--- src/rtl/txq_pkg.sv ---
package txq_pkg;
  parameter int unsigned BYTE_W = 8;

  typedef struct packed {
    logic              ninth;
    logic [BYTE_W-1:0] payload;
  } txq_entry_t;

  localparam int unsigned ENTRY_W = $bits(txq_entry_t);
endpackage

--- src/rtl/txq_mem.sv ---
module txq_mem #(
  parameter int unsigned DW    = 9,
  parameter int unsigned DEPTH = 16,
  localparam int unsigned AW   = $clog2(DEPTH)
) (
  input  logic          clk,
  input  logic          rst,
  input  logic          we,
  input  logic [AW-1:0] waddr,
  input  logic [DW-1:0] wdata,
  input  logic          re,
  input  logic [AW-1:0] raddr,
  output logic [DW-1:0] rdata
);
  logic [DW-1:0] store [DEPTH];

  always_ff @(posedge clk) begin
    if (we) store[waddr] <= wdata;
  end

  always_ff @(posedge clk) begin
    if (rst)     rdata <= '0;
    else if (re) rdata <= store[raddr];
  end
endmodule

--- src/rtl/txq_ctrl.sv ---
module txq_ctrl #(
  parameter int unsigned DEPTH = 16,
  localparam int unsigned AW   = $clog2(DEPTH),
  localparam int unsigned CW   = AW + 1,
  localparam int unsigned HALF = DEPTH / 2
) (
  input  logic          clk,
  input  logic          rst,
  input  logic          push_req,
  input  logic          pop_req,
  input  logic          fifo_en,
  input  logic          irq_en,
  input  logic          irq_ack,
  input  logic          flag_clr,
  output logic          mem_we,
  output logic          mem_re,
  output logic [AW-1:0] wptr,
  output logic [AW-1:0] rptr,
  output logic          empty,
  output logic          not_full,
  output logic          half_full,
  output logic          irq,
  output logic          overflow,
  output logic          underrun
);
  logic [CW-1:0] cnt_q, cnt_nx, limit;
  logic          accept, take, half_nx, nf_nx;

  always_comb begin
    limit   = fifo_en ? CW'(DEPTH) : CW'(1);
    accept  = push_req && (cnt_q < limit);
    take    = pop_req && (cnt_q != '0);
    cnt_nx  = cnt_q + CW'(accept) - CW'(take);
    half_nx = fifo_en && (cnt_nx >= CW'(HALF));
    nf_nx   = cnt_nx < limit;
  end

  assign mem_we = accept;
  assign mem_re = take;
  assign empty  = (cnt_q == '0);

  always_ff @(posedge clk) begin
    if (rst) begin
      cnt_q     <= '0;
      wptr      <= '0;
      rptr      <= '0;
      half_full <= 1'b0;
      not_full  <= 1'b1;
      irq       <= 1'b0;
      overflow  <= 1'b0;
      underrun  <= 1'b0;
    end else begin
      cnt_q     <= cnt_nx;
      half_full <= half_nx;
      not_full  <= nf_nx;
      if (accept) wptr <= wptr + AW'(1);
      if (take)   rptr <= rptr + AW'(1);
      if (irq_en && (half_nx != half_full)) irq <= 1'b1;
      else if (irq_ack)                      irq <= 1'b0;
      if (push_req && !accept) overflow <= 1'b1;
      else if (flag_clr)       overflow <= 1'b0;
      if (pop_req && !take)    underrun <= 1'b1;
      else if (flag_clr)       underrun <= 1'b0;
    end
  end

  AST_CNT_BOUND: assert property (@(posedge clk) disable iff (rst)
    cnt_q <= CW'(DEPTH));
  AST_NO_OVERFLOW: assert property (@(posedge clk) disable iff (rst)
    (push_req && !not_full && !pop_req) |=> $stable(cnt_q) && overflow);
  AST_IRQ_EDGE: assert property (@(posedge clk) disable iff (rst)
    (irq_en && (half_nx != half_full)) |=> irq);
  AST_IRQ_HOLD: assert property (@(posedge clk) disable iff (rst)
    (irq && !irq_ack) |=> irq);
  AST_HALF_GATED: assert property (@(posedge clk) disable iff (rst)
    !fifo_en |=> !half_full);
  AST_OVF_STICKY: assert property (@(posedge clk) disable iff (rst)
    (overflow && !flag_clr) |=> overflow);
endmodule

--- src/rtl/host_tx_fifo.sv ---
module host_tx_fifo
  import txq_pkg::*;
#(
  parameter int unsigned DEPTH = 16,
  localparam int unsigned AW   = $clog2(DEPTH)
) (
  input  logic               clk,
  input  logic               rst,
  input  logic               cfg_par_mode,
  input  logic               cfg_hdlc,
  input  logic               cfg_fifo_en,
  input  logic               cfg_par_en,
  input  logic               cfg_stuff_sel,
  input  logic               cfg_wide8,
  input  logic               cfg_irq_en,
  input  logic               ninth_wr,
  input  logic               ninth_val,
  input  logic               host_wr,
  input  logic [BYTE_W-1:0]  host_byte,
  input  logic               irq_ack,
  input  logic               flag_clr,
  input  logic               ser_in,
  input  logic               ser_pop,
  output logic [ENTRY_W-1:0] pop_data,
  output logic               tx_bit,
  output logic               src_fifo,
  output logic               not_full,
  output logic               half_full,
  output logic               irq,
  output logic               overflow,
  output logic               underrun
);
  logic       ninth_q;
  logic       path_on, push_eff, pop_eff, ninth_use;
  txq_entry_t wr_entry;
  logic          we, re, q_empty;
  logic [AW-1:0] wptr, rptr;

  assign path_on   = cfg_par_mode | cfg_hdlc;
  assign push_eff  = host_wr & path_on;
  assign pop_eff   = ser_pop & path_on;
  assign ninth_use = cfg_par_en & cfg_stuff_sel & cfg_wide8;

  always_comb begin
    wr_entry.ninth   = ninth_use & ninth_q;
    wr_entry.payload = host_byte;
  end

  always_ff @(posedge clk) begin
    if (rst) begin
      ninth_q  <= 1'b0;
      src_fifo <= 1'b0;
      tx_bit   <= 1'b0;
    end else begin
      if (ninth_wr) ninth_q <= ninth_val;
      src_fifo <= path_on;
      tx_bit   <= path_on ? 1'b0 : ser_in;
    end
  end

  txq_ctrl #(.DEPTH(DEPTH)) u_ctrl (
    .clk      (clk),
    .rst      (rst),
    .push_req (push_eff),
    .pop_req  (pop_eff),
    .fifo_en  (cfg_fifo_en),
    .irq_en   (cfg_irq_en),
    .irq_ack  (irq_ack),
    .flag_clr (flag_clr),
    .mem_we   (we),
    .mem_re   (re),
    .wptr     (wptr),
    .rptr     (rptr),
    .empty    (q_empty),
    .not_full (not_full),
    .half_full(half_full),
    .irq      (irq),
    .overflow (overflow),
    .underrun (underrun)
  );

  txq_mem #(.DW(ENTRY_W), .DEPTH(DEPTH)) u_mem (
    .clk  (clk),
    .rst  (rst),
    .we   (we),
    .waddr(wptr),
    .wdata(wr_entry),
    .re   (re),
    .raddr(rptr),
    .rdata(pop_data)
  );

  AST_UDR_HOLD: assert property (@(posedge clk) disable iff (rst)
    (pop_eff && q_empty) |=> ($stable(pop_data) && underrun));
  AST_SERIAL_IGNORE: assert property (@(posedge clk) disable iff (rst)
    (!path_on && (host_wr || ser_pop) && !flag_clr) |=>
      ($stable(overflow) && $stable(underrun) && $stable(pop_data)));
endmodule

--- config.mk ---
export PLATFORM = sky130hd
export DESIGN_NAME = host_tx_fifo
export DESIGN_NICKNAME = d
export VERILOG_FILES = /design/src/rtl/txq_pkg.sv /design/src/rtl/txq_mem.sv /design/src/rtl/txq_ctrl.sv /design/src/rtl/host_tx_fifo.sv
export SDC_FILE = /design/constraint.sdc
export NUM_CORES = 1
export LEC_CHECK = 0
export BUFFER_PORTS_ARGS = -buffer_cell sky130_fd_sc_hd__buf_2
export CAP_MARGIN = 5
export CORE_MARGIN = 2
export CORE_UTILIZATION = 45
export CTS_BUF_LIST = sky130_fd_sc_hd__clkbuf_4 sky130_fd_sc_hd__clkbuf_8
export CTS_CLUSTER_DIAMETER = 120
export DETAILED_ROUTE_END_ITERATION = 7
export GPL_ROUTABILITY_DRIVEN = 0
export PLACE_DENSITY = 0.6
export SYNTH_ARGS = -nofsm -noshare
export SYNTH_HDL_FRONTEND = slang
export SYNTH_SLANG_ARGS = --single-unit
--- constraint.sdc ---
create_clock -name clk -period 4.85 [get_ports clk]
set_clock_uncertainty 0.15 [all_clocks]
set_input_delay 1.2125 -clock clk [delete_from_list [all_inputs] [get_ports clk]]
set_output_delay 1.2125 -clock clk [all_outputs]
set_load 0.03 [all_outputs]
# [Word-level counts from Yosys, hierarchy flattened]
# Memories as Yosys holds them, arrays and structs flattened. A register that Yosys moved wholly into a read port is not among the register bits.
# Index checks and enable logic that the tools add are counted.
[word_totals] regBits=21 ramBits=144 in_bits=24 output_inout_bits=16 word_cells=47 memories=1
[classes] add_sub_neg=4 order_cmp=3 eq_ne=1 mux=8 bitwise=6 reduce_logical=13
[mem_list] memory="u_mem.store" words=16 word_bits=9 rd=1 rd_ports_with_merged_regs=1 write_ports=1 line="txq_mem.sv:15" text="logic [DW-1:0] store [DEPTH];"
[op_table] op="5-bit < comparator" n=2
[op_table] op="4-bit by 1-bit adder with 4-bit output (second input constant)" n=2
[op_table] op="1-bit two-way mux" n=7
[op_table] op="1-bit logical AND" n=6
[op_table] op="2-bit nonzero test" n=3
[op_table] op="5-bit by 1-bit adder with 5-bit output" n=1
[op_table] op="1-bit bitwise AND" n=5
[op_table] op="5-bit by 4-bit greater-or-equal comparator with 1-bit output (second input constant)" n=1
[op_table] op="5-bit two-way mux" n=1
[op_table] op="5-bit nonzero test" n=1
[op_table] op="5-bit by 1-bit subtractor with 5-bit output" n=1
[op_table] op="1-bit logical NOT" n=2
[op_table] op="2-bit OR reduction" n=1
[op_table] op="1-bit inequality test" n=1
[op_table] op="1-bit OR" n=1

# [Logic depth before layout (Yosys ltp)]
# Gate-level depths: netlist (run 1).
[depth] word_depth=10 ltp_mapped=20

# [Modules after synthesis]
# A second synthesis (run 1) with hierarchy kept.
[unflattened] hier_cells=471 hier_area_um2=7146.9
[modules_own_cells] module="txq_mem" instances=1 cells_per_inst=351 area_per_inst_um2=6004.5 seq_area_each_um2=4504.3
[modules_own_cells] module="txq_ctrl" instances=1 cells_per_inst=109 area_per_inst_um2=1024.7 seq_area_each_um2=360.3
[modules_own_cells] module="host_tx_fifo" instances=1 cells_per_inst=11 area_per_inst_um2=117.6 seq_area_each_um2=60.1

# [Least setup slack after synthesis (run 1)]
# Ideal clock, no wire load.
[synth_timing] path_kind="input port to flip-flop" startpoint="input cfg_fifo_en" endpoint="register u_ctrl.not_full" setup_time_ps=119 arrival_ps=4057 setup_slack_ps=524 path_stages=20 path_buffers=1 path_cell_list="inv_1 > ha_1 > inv_1 > a31o_2 > and3_1 > buf_2 > inv_1 > ha_1 > inv_1 > ha_1 > inv_1 > fa_1 > o21bai_1 > a21oi_1 > xnor2_1 > inv_1 > ha_1 > inv_1 > a41oi_1 > o21bai_1"
[synth_between] elab_chain_len=6
[synth_rtl] item="start: declaration" line="host_tx_fifo.sv:11" text="input logic cfg_fifo_en,"
[synth_rtl] item="5-bit two-way mux" line="txq_ctrl.sv:30" text="limit = fifo_en ? CW'(DEPTH) : CW'(1);"
[synth_rtl] item="5-bit < comparator" line="txq_ctrl.sv:31" text="accept = push_req && (cnt_q < limit);"
[synth_rtl] item="1-bit logical AND" line="txq_ctrl.sv:31"
[synth_rtl] item="5-bit by 1-bit adder with 5-bit output" line="txq_ctrl.sv:33" text="cnt_nx = cnt_q + CW'(accept) - CW'(take);"
[synth_rtl] item="5-bit by 1-bit subtractor with 5-bit output" line="txq_ctrl.sv:33"
[synth_rtl] item="named net u_ctrl.cnt_nx[4]" line="txq_ctrl.sv:26" text="logic [CW-1:0] cnt_q, cnt_nx, limit;"
[synth_rtl] item="5-bit < comparator" line="txq_ctrl.sv:35" text="nf_nx = cnt_nx < limit;"
[synth_rtl] item="end signal: assignment" line="txq_ctrl.sv:55" text="not_full <= nf_nx;"
[synth_rtl] item="end: declaration" line="txq_ctrl.sv:20" text="output logic not_full,"
# The timed path passes the listed nets, and every way through them passes these cells.
# A chain may end at the register's enable or synchronous reset.

# [Worst setup path in the final report (run 1)]
# Same ends and word-level chain as after synthesis.

==> impl_metrics.toml, run 1 <==
[setup_path]
cp.buffers_inverters = 8
r2r_end = "u_ctrl.not_full$_SDFF_PP1_"
slowest_stage = "fa_1"
crit_top_cell = "inv_1"
r2r-start = "u_ctrl.cnt_q[2]$_SDFF_PP0_"
reg2regPathDepth = 17
worstPathRequired_ns = 5.05
critPathLaunchType = "primary input"
path_max_fanout = 7
end_kind = "flop"
critPathKind = "in2reg"
slowest_delay_ns = 0.39
worstPathArrival_ns = 4.39
cp_cell_sequence = "buf_2, inv_1, ha_1, inv_1, a31o_2, and3_1, inv_1, ha_1, inv_1, ha_1, inv_1, fa_1, o21bai_1, a21oi_1, xnor2_1, inv_1, ha_1, inv_1, a41oi_1, o21bai_1"
ff2ff_setup_slack_ns = 1.02
crit_family = "adder cells"

[synth]
synthDistinctLibCells = 40
syn-mean-instance-area_um2 = 17.8
async_flop_share = 0
netlist_area_um2 = 7040
yosys_most_used_dff = "edfxtp_1"
yosys_warnings = 0
synth_seq_cells = 174
syn_nets = 435
synthCells = 395
synth_edf_count = 144
ys_seq_area_frac = 0.700

[clock_network]
cts_buffers = 17
cts_max_path_buffers = 2
postCtsHoldBufs = 0
post-cts-setup-buffers = 0
post_cts_resized = 0
path_clk_slew_ns = 0.09
clk_latency_ns = 0.46
root_buffer = "clkbuf_8"
htree_levels = 4
cts_sinks = 174
cts_tree = "yes"

[floorplanning]
boundaryPins = 40
core_um2 = 15300
die_y_um = 129
die_w_um = 129
dieArea_um2 = 16700
start_util = 0.461
rows = 45

[sta]
setup_slack_ns = 0.655
whs_ns = 0.323
setup_viol = 0
min_period_ns = 4.20
finalMaxSlewViolations = 0
fin_crit_sh = 0.865
rsz0062_at_grt = "false"
slew_headroom = 0.241
fmax_mhz = 238
tightest_slew_ns = 1.14
hold_violations = 0
setup-tns-final_ns = 0

[hold_path]
hold_path_end = "u_ctrl.underrun$_SDFFE_PP0P_"
hp-class = "reg2reg"
holdPathStages = 2
worstHoldStart = "u_ctrl.underrun$_SDFFE_PP0P_"

[drt]
vias = 3613
first_pass_iters = 4
antenna_left = 0
route.detailed.drc = 0
routed_wl_um = 13600
drt_iter0_markers = 283
routed_via_density = 5.32
drt-wirelength-per-cell_um = 20.0

[layout]
drive_gt1_frac = 0.280
layoutNonFillerInstCount = 679
final_common_cell = "edfxtp_1"
postLayoutCellArea_um2 = 7930
antenna_cells = 0
nFillCells = 1257
layout_common_cells = "edfxtp_1, buf_2, nor2_1"
nets = 495
synthToLayoutAreaGrowth_pct = 12.6

[job]
cap_violations = 0

[grt]
grt_start_max_net_pins = 35
antenna_found_initial = 0
gr-usage-all-layers = 0.178
grt_pass1_wl_um = 21200
grt_pass1_vias = 3741
grt-ovfl-total = 0

[power]
power_density_nw_per_um2 = 460
leakage_uw = 0.00273
ir_worst_vdd_mv = 0.186

[place]
placed_cells = 647
place_area_um2 = 7530
io_buffers = 39
dp_slack_ns = 0.185
place_hpwl_um = 8460

[status]
status = "finished clean"
-- stage by stage --
stage / power [uW] / util
2_1_floorplan: 2480 / -
3_3_place_gp: 2680 / 0.494
3_5_place_dp: 2700 / 0.494
4_1_cts: 3690 / 0.520
5_1_grt: 3840 / 0.520
6_report: 3650 / 0.520
-- synthesized netlist by cell type (4+ instances only) --
| cell type | instances | area, um^2 |
|---|---|---|
| clkbuf_1 | 5 | 18.8 |
| nor3_1 | 4 | 20.0 |
| nand2_1 | 10 | 37.5 |
| mux4_1 | 8 | 210 |
| inv_1 | 17 | 63.8 |
| a221oi_2 | 9 | 135 |
| nor2_1 | 32 | 120 |
| nor2b_1 | 4 | 25.0 |
| a21oi_1 | 6 | 30.0 |
| buf_6 | 4 | 45.0 |
| buf_1 | 5 | 18.8 |
| edfxtp_1 | 144 | 4320 |
| xor2_1 | 5 | 43.8 |
| ha_1 | 15 | 188 |
| dfxtp_1 | 30 | 601 |
| nand2b_1 | 12 | 75.1 |
| buf_2 | 4 | 20.0 |
| o22ai_1 | 9 | 56.3 |
| a22o_1 | 9 | 78.8 |
| mux4_2 | 28 | 631 |
| o21ai_0 | 4 | 20.0 |
| xnor2_1 | 4 | 35.0 |
-- registers in the layout, indices dropped and copies added, names as in the netlist, 4 cells and up --
name,flops
u_ctrl.wptr,4
u_mem.rdata,9
u_mem.store,144
u_ctrl.rptr,4
u_ctrl.cnt_q,5
-- power by group --
group	switching (uW)	internal, uW	total [uW]	leakage (uW)
combinational	467	392	859	0.000989
sequential	90.4	1700	1790	0.00153
clock	501	497	997	0.000208
total	1060	2590	3650	0.00273
-- layout make-up --
cell class	count	area (um^2)	area share
flip-flops and latches	174	4930	0.621
multi-input cells	185	1930	0.243
repair buffers	60	353	0.0445
clock buffers	22	278	0.0350
well taps	211	264	0.0333
clock inverters	10	116	0.0147
inverters	17	63.8	0.00805
-- per-layer routing --
metal,GRT usage,share of wire,vias to the layer above
met2,0.285,0.48,78
met1,0.244,0.46,1848
met5,0,0,-
met3,0.0405,0.043,14
met4,0.0627,0.011,0
li1,-,-,1673
-- cell families after synthesis --
logic type,count (synthesis),synth area share
adders and majority gates,16,0.0295
muxes,40,0.125
buffers and inverters,36,0.0265
DFF,174,0.700
AOI/OAI and AO/OA,45,0.0549
and+or+nand+nor,75,0.0528
xor gates and xnor gates,9,0.0112
-- worst min-delay path, stage by stage, from the launching register on --
cell and delay (ns):
dfxtp_1 0.32, nand2_1 0.05, a21oi_1 0.06
-- worst max path at each step --
stage	startpoint	to	slack (ns)	cells after the start
6_report	cfg_fifo_en	u_ctrl.not_full$_SDFF_PP1_	0.65	20
2_1_floorplan	cfg_fifo_en	u_ctrl.not_full$_SDFF_PP1_	0.52	20
4_1_cts	cfg_fifo_en	u_ctrl.not_full$_SDFF_PP1_	0.67	20
3_3_place_gp	cfg_fifo_en	u_ctrl.not_full$_SDFF_PP1_	0.32	20
3_5_place_dp	cfg_fifo_en	u_ctrl.not_full$_SDFF_PP1_	0.19	20
5_1_grt	cfg_fifo_en	u_ctrl.not_full$_SDFF_PP1_	0.37	20
(Power assumes the default switching activity.)
==> run 2: changes to the inputs <==
==> constraint.sdc (replaced) <==
create_clock -name clk -period 4.85 [get_ports clk]
set_clock_uncertainty 0.15 [all_clocks]
set_input_delay 0.2425 -clock clk [delete_from_list [all_inputs] [get_ports clk]]
set_output_delay 0.2425 -clock clk [all_outputs]
set_load 0.03 [all_outputs]
==> run 2 against run 1 <==
First-iteration DRC count decreased by 16%; global-route usage increased by 0.34 points; critical path depth decreased by 2; non-clock buffer count decreased by 5; largest power group unchanged; cell count decreased by 0.88%; via count decreased by 1.2%.
==> impl_metrics.toml, run 2 (synthesized netlist as in run 1, its figures left out) <==
[layout]
layout_common_cells = "edfxtp_1, buf_2, nor2_1"
top_register = "u_mem.store"
layoutNonFillerInstCount = 673
top_regs = "u_mem.store x144, u_mem.rdata x9, u_ctrl.cnt_q x5"
antenna_cells = 0
nets = 490
synthToLayoutAreaGrowth_pct = 12.6
finish.utilization = 0.519
largest_reg_flops = 144
drive_gt1_frac = 0.255
final_common_cell = "edfxtp_1"

[setup_path]
slowest_stage = "nor4b_1"
end_kind = "flop"
cp_cell_sequence = "inv_1, ha_1, nor4b_1, nor2_1, buf_4, ha_1, inv_1, ha_1, inv_1, fa_1, o21bai_1, a21oi_1, xnor2_1, inv_1, ha_1, inv_1, a41oi_1, o21bai_1"
slowest_delay_ns = 0.64
crit_family = "adder cells"
cp.buffers_inverters = 6
path_max_fanout = 14
worstPathRequired_ns = 5.04
crit_top_cell = "inv_1"
critPathKind = "reg2reg"
worstPathArrival_ns = 4.27
critPathLaunchType = "flop"

[power]
p_sw_uw = 1090
p_total_uw = 3660
leakage_uw = 0.00268
switching_share = 0.298
clkPwrFrac = 0.271
ir_worst_vdd_mv = 0.165
internal_power_uw = 2570
p_seq_frac = 0.486
comb_power_share = 0.243
power_density_nw_per_um2 = 462

[drt]
first_pass_iters = 4
drt_iter0_markers = 238
antenna_left = 0
vias = 3569
route.detailed.drc = 0
drt-wirelength-per-cell_um = 20.6
routed_wl_um = 13800
routed_via_density = 5.30

[sta]
slew_headroom = 0.235
setup_viol = 0
tightest_slew_ns = 1.14
rsz0062_at_grt = "false"
whs_ns = 0.0300
fmax_mhz = 245
min_period_ns = 4.08
setup-tns-final_ns = 0
fin_crit_sh = 0.840
hold_violations = 0
finalMaxSlewViolations = 0

[grt]
grt_pass1_vias = 3736
grt-busiest-layer = "met2"
gr-usage-all-layers = 0.182
grt_start_max_net_pins = 39
grt-ovfl-total = 0
grtUsageMet3 = 0.0384
grt_pass1_wl_um = 21600
groute.layer.met1.usage = 0.241
grt_util_met2 = 0.303
antenna_found_initial = 0

[clock_network]
cts_max_path_buffers = 2
root_buffer = "clkbuf_8"
cts_buffers = 17
cts_sinks = 174
htree_levels = 4
post-cts-setup-buffers = 0
clk_latency_ns = 0.45
path_clk_slew_ns = 0.09
cts_tree = "yes"

[job]
cap_violations = 0

[place]
place_hpwl_um = 8410
io_buffers = 39
placed_cells = 631

[floorplanning]
die_w_um = 129
rows = 45
dieArea_um2 = 16700
boundaryPins = 40
core_um2 = 15300
die_y_um = 129
start_util = 0.461

[status]
status = "finished clean"

[hold_path]
hp-class = "in2reg"
==> run 2: cell type report <==
type	instances	area, um^2
Multi-Input combinational cell	185	1940
Tap cell	211	264
Clock buffer	19	249
Clock inverter	12	138
Inverter	17	63.8
Fill cell	1282	7330
Timing Repair Buffer	55	343
Sequential cell	174	4930
==> run 2: power groups by stage <==
stage                     clock network, uW  registers [uW]  logic, uW
after floorplan                           0            1840        638
after CTS                              1020            1780        894
final                                   992            1780        889
after global placement                    0            1810        865
after global routing                   1070            1790        985
after detailed placement                  0            1820        878
==> run 2: routing by layer <==
layer	vias to the layer above	part of all wire	routed length [um]
li1	1660	-	-
met1	1826	0.45	6170
met2	76	0.50	6900
met3	7	0.048	669
met4	0	0.0072	99
met5	-	0	0
==> run 2: final timing paths <==
kind                                 endpoint                        start  slack, ns  cells past startpoint
hold / removal    u_mem.store[0][3]$_DFFE_PP_                 host_byte[3]       0.03                      1
setup reg to reg   u_ctrl.not_full$_SDFF_PP1_   u_ctrl.cnt_q[2]$_SDFF_PP0_       0.77                     18
setup / recovery   u_ctrl.not_full$_SDFF_PP1_   u_ctrl.cnt_q[2]$_SDFF_PP0_       0.77                     18
hold reg to reg   u_ctrl.rptr[1]$_SDFFE_PP0P_  u_ctrl.rptr[1]$_SDFFE_PP0P_       0.34                      2
==> run 2: per-stage QoR <==
| step | worst slack [ns] | area [um^2] |
|---|---|---|
| floorplan | 1.26 | 7040 |
| global placement | 1.07 | 7430 |
| detailed placement | 0.809 | 7430 |
| CTS | 0.758 | 7930 |
| global route | 0.372 | 7930 |
| finish | 0.775 | 7930 |
==> run 2: repair_timing <==
item	4_1_cts	5_1_grt
endpoints found under the hold margin	39	0
gates resized for setup	0	0
hold buffers	11	0
==> run 2: worst register-to-register path: cells and delay by family (launching register included) <==
family,cells,cell delay (ns)
AOI/OAI and AO/OA,4,0.54
xor gates and xnor gates,1,0.33
adders and majority gates,5,1.29
buffers and inverters,6,0.57
DFF,1,0.32
and+or+nand+nor,2,0.75
==> run 3: changes to the inputs <==
--- a/config.mk
+++ b/config.mk
@@ -13,7 +13,7 @@
 export CTS_CLUSTER_DIAMETER = 120
 export DETAILED_ROUTE_END_ITERATION = 7
 export GPL_ROUTABILITY_DRIVEN = 0
-export PLACE_DENSITY = 0.6
+export PLACE_DENSITY = 0.62
 export SYNTH_ARGS = -nofsm -noshare
 export SYNTH_HDL_FRONTEND = slang
 export SYNTH_SLANG_ARGS = --single-unit
==> constraint.sdc (replaced) <==
create_clock -name clk -period 3.55 [get_ports clk]
set_clock_uncertainty 0.15 [all_clocks]
set_input_delay 0.1775 -clock clk [delete_from_list [all_inputs] [get_ports clk]]
set_output_delay 0.1775 -clock clk [all_outputs]
set_load 0.03 [all_outputs]
==> run 3 against run 2 <==
Non-clock buffer count rose by 27; maximum frequency increased by 21%; flip-flop and latch count stayed put; cell count increased by 4.2%; hold slack improved by 0.0082 ns; routed wire length grew 0.55%; die area did not move.
==> impl_metrics.toml, run 3 (synthesized netlist as in run 1, its figures left out) <==
[status]
status = "finished clean"

[clock_network]
path_clk_slew_ns = 0.08
htree_levels = 4
cts_max_path_buffers = 2
cts_tree = "yes"
cts_sinks = 174
root_buffer = "clkbuf_8"
cts_buffers = 17
clk_latency_ns = 0.45

[setup_path]
worstPathRequired_ns = 3.74
path_max_fanout = 3
r2r_end = "u_ctrl.not_full$_SDFF_PP1_"
critPathKind = "reg2reg"
crit_start = "u_ctrl.cnt_q[1]$_SDFF_PP0_"
r2r-start = "u_ctrl.cnt_q[1]$_SDFF_PP0_"
end_kind = "flop"
reg2regPathDepth = 19
ff2ff_setup_slack_ns = 0.17
critPathLaunchType = "flop"
worstPathArrival_ns = 3.57
critPathCapture = "u_ctrl.not_full$_SDFF_PP1_"

[drt]
vias = 3687
first_pass_iters = 4
antenna_left = 0
routed_via_density = 5.26
drt_iter0_markers = 260
drt-wirelength-per-cell_um = 19.9
routed_wl_um = 13900
route.detailed.drc = 0

[layout]
top_regs = "u_mem.store x144, u_mem.rdata x9, u_ctrl.cnt_q x5"
drive_gt1_frac = 0.296
final_common_cell = "edfxtp_1"
top_register = "u_mem.store"
largest_reg_flops = 144
antenna_cells = 0
nets = 517
layout_common_cells = "edfxtp_1, buf_2, nor2_1"
layoutNonFillerInstCount = 701
synthToLayoutAreaGrowth_pct = 16.9

[sta]
tightest_slew_ns = 0.781
setup_viol = 0
slew_headroom = 0.478
finalMaxSlewViolations = 0
min_period_ns = 3.38
fmax_mhz = 296
setup-tns-final_ns = 0
fin_crit_sh = 0.951
hold_violations = 0

[power]
comb_power_share = 0.256
clkPwrFrac = 0.284
switching_share = 0.283
leakage_uw = 0.00285
ir_worst_vdd_mv = 0.242
p_seq_frac = 0.460
internal_power_uw = 3800
p_sw_uw = 1500
power_density_nw_per_um2 = 643

[grt]
grt_pass1_wl_um = 21700
gr-usage-all-layers = 0.180
grt_pass1_vias = 3809
grt_start_max_net_pins = 39
antenna_found_initial = 0
grt-ovfl-total = 0

[hold_path]
hp-class = "in2reg"

[floorplanning]
dieArea_um2 = 16700
rows = 45
core_um2 = 15300
die_w_um = 129
die_y_um = 129
boundaryPins = 40
start_util = 0.461

[job]
cap_violations = 0

[place]
placed_cells = 650
place_hpwl_um = 8570
io_buffers = 39
==> run 3: cell types whose count changed in the layout (fill, tap and decap cells not counted), sizes merged <==
cell and change:
buf +21, dlygate4sd3 +6, clkbuf +4, clkinvlp -3, inv -3, bufinv +2
clkinv +1
==> run 3: power groups by stage <==
stage | clock network [uW] | logic, uW | registers [uW]
after CTS | 1530 | 1290 | 2440
after detailed placement | 0 | 1270 | 2490
after floorplan | 0 | 875 | 2520
after global routing | 1620 | 1480 | 2460
after global placement | 0 | 1250 | 2480
final | 1510 | 1350 | 2430
==> run 3: worst max-delay path, cell delays in order, from the launching register on <==
cell and delay [ns]:
dfxtp_4 0.36, inv_2 0.07, ha_1 0.15, o21ai_0 0.08, a31o_2 0.26, and3_1 0.19, inv_1 0.06, ha_1 0.21
inv_1 0.06, ha_1 0.16, inv_1 0.06, fa_2 0.34, o21bai_1 0.18, a21oi_2 0.12, xnor2_2 0.21, inv_1 0.07
ha_1 0.27, inv_1 0.04, a41oi_2 0.15, o21bai_1 0.08
==> run 3: area by class of cell <==
type / instances / area [um^2]
Clock buffer: 23 / 285
Clock inverter: 9 / 159
Fill cell: 1245 / 7030
Inverter: 17 / 63.8
Multi-Input combinational cell: 185 / 1950
Sequential cell: 174 / 4930
Tap cell: 211 / 264
Timing Repair Buffer: 82 / 573
==> run 3: per-layer routing <==
layer | vias up | global-route usage | routed length (um)
met5 | - | 0 | 0
met4 | 0 | 0.0556 | 164
met3 | 15 | 0.0359 | 478
met2 | 74 | 0.293 | 6800
met1 | 1881 | 0.248 | 6480
li1 | 1717 | - | -
==> run 3: worst min path at each step <==
| stage | from | endpoint | slack (ns) | depth (start not counted) |
|---|---|---|---|---|
| finish | host_wr | u_ctrl.overflow$_SDFFE_PP0P_ | 0.04 | 5 |
| detailed placement | cfg_hdlc | tx_bit$_SDFF_PP0_ | 0.24 | 2 |
| global placement | cfg_hdlc | tx_bit$_SDFF_PP0_ | 0.23 | 2 |
| floorplan | cfg_hdlc | tx_bit$_SDFF_PP0_ | 0.10 | 1 |
| CTS | host_wr | u_ctrl.overflow$_SDFFE_PP0P_ | 0.01 | 5 |
| global route | irq_ack | u_ctrl.irq$_SDFFE_PP0P_ | 0.06 | 3 |
==> run 3: per-stage QoR <==
stage | hold WS [ns] | total power [uW] | cell area (um^2) | worst slack, ns | utilization
finish | 0.0382 | 5290 | 8230 | 0.173 | 0.539
floorplan | 0.104 | 3400 | 7040 | 0.0246 | -
global route | 0.0622 | 5550 | 8230 | -0.0329 | 0.539
global placement | 0.230 | 3730 | 7570 | 0.127 | 0.496
CTS | 0.00966 | 5260 | 8190 | 0.00936 | 0.537
detailed placement | 0.239 | 3750 | 7570 | -0.0581 | 0.496
==> run 3: timing repair <==
action / in CTS / in global routing
resized for setup: 1 / 7
endpoints found under the hold margin: 135 / 0
pin swaps: 1 / 4
endpoints found under the setup margin: 1 / 2
hold buffers: 17 / 0
setup buffers: 0 / 2
gates cloned: 0 / 0
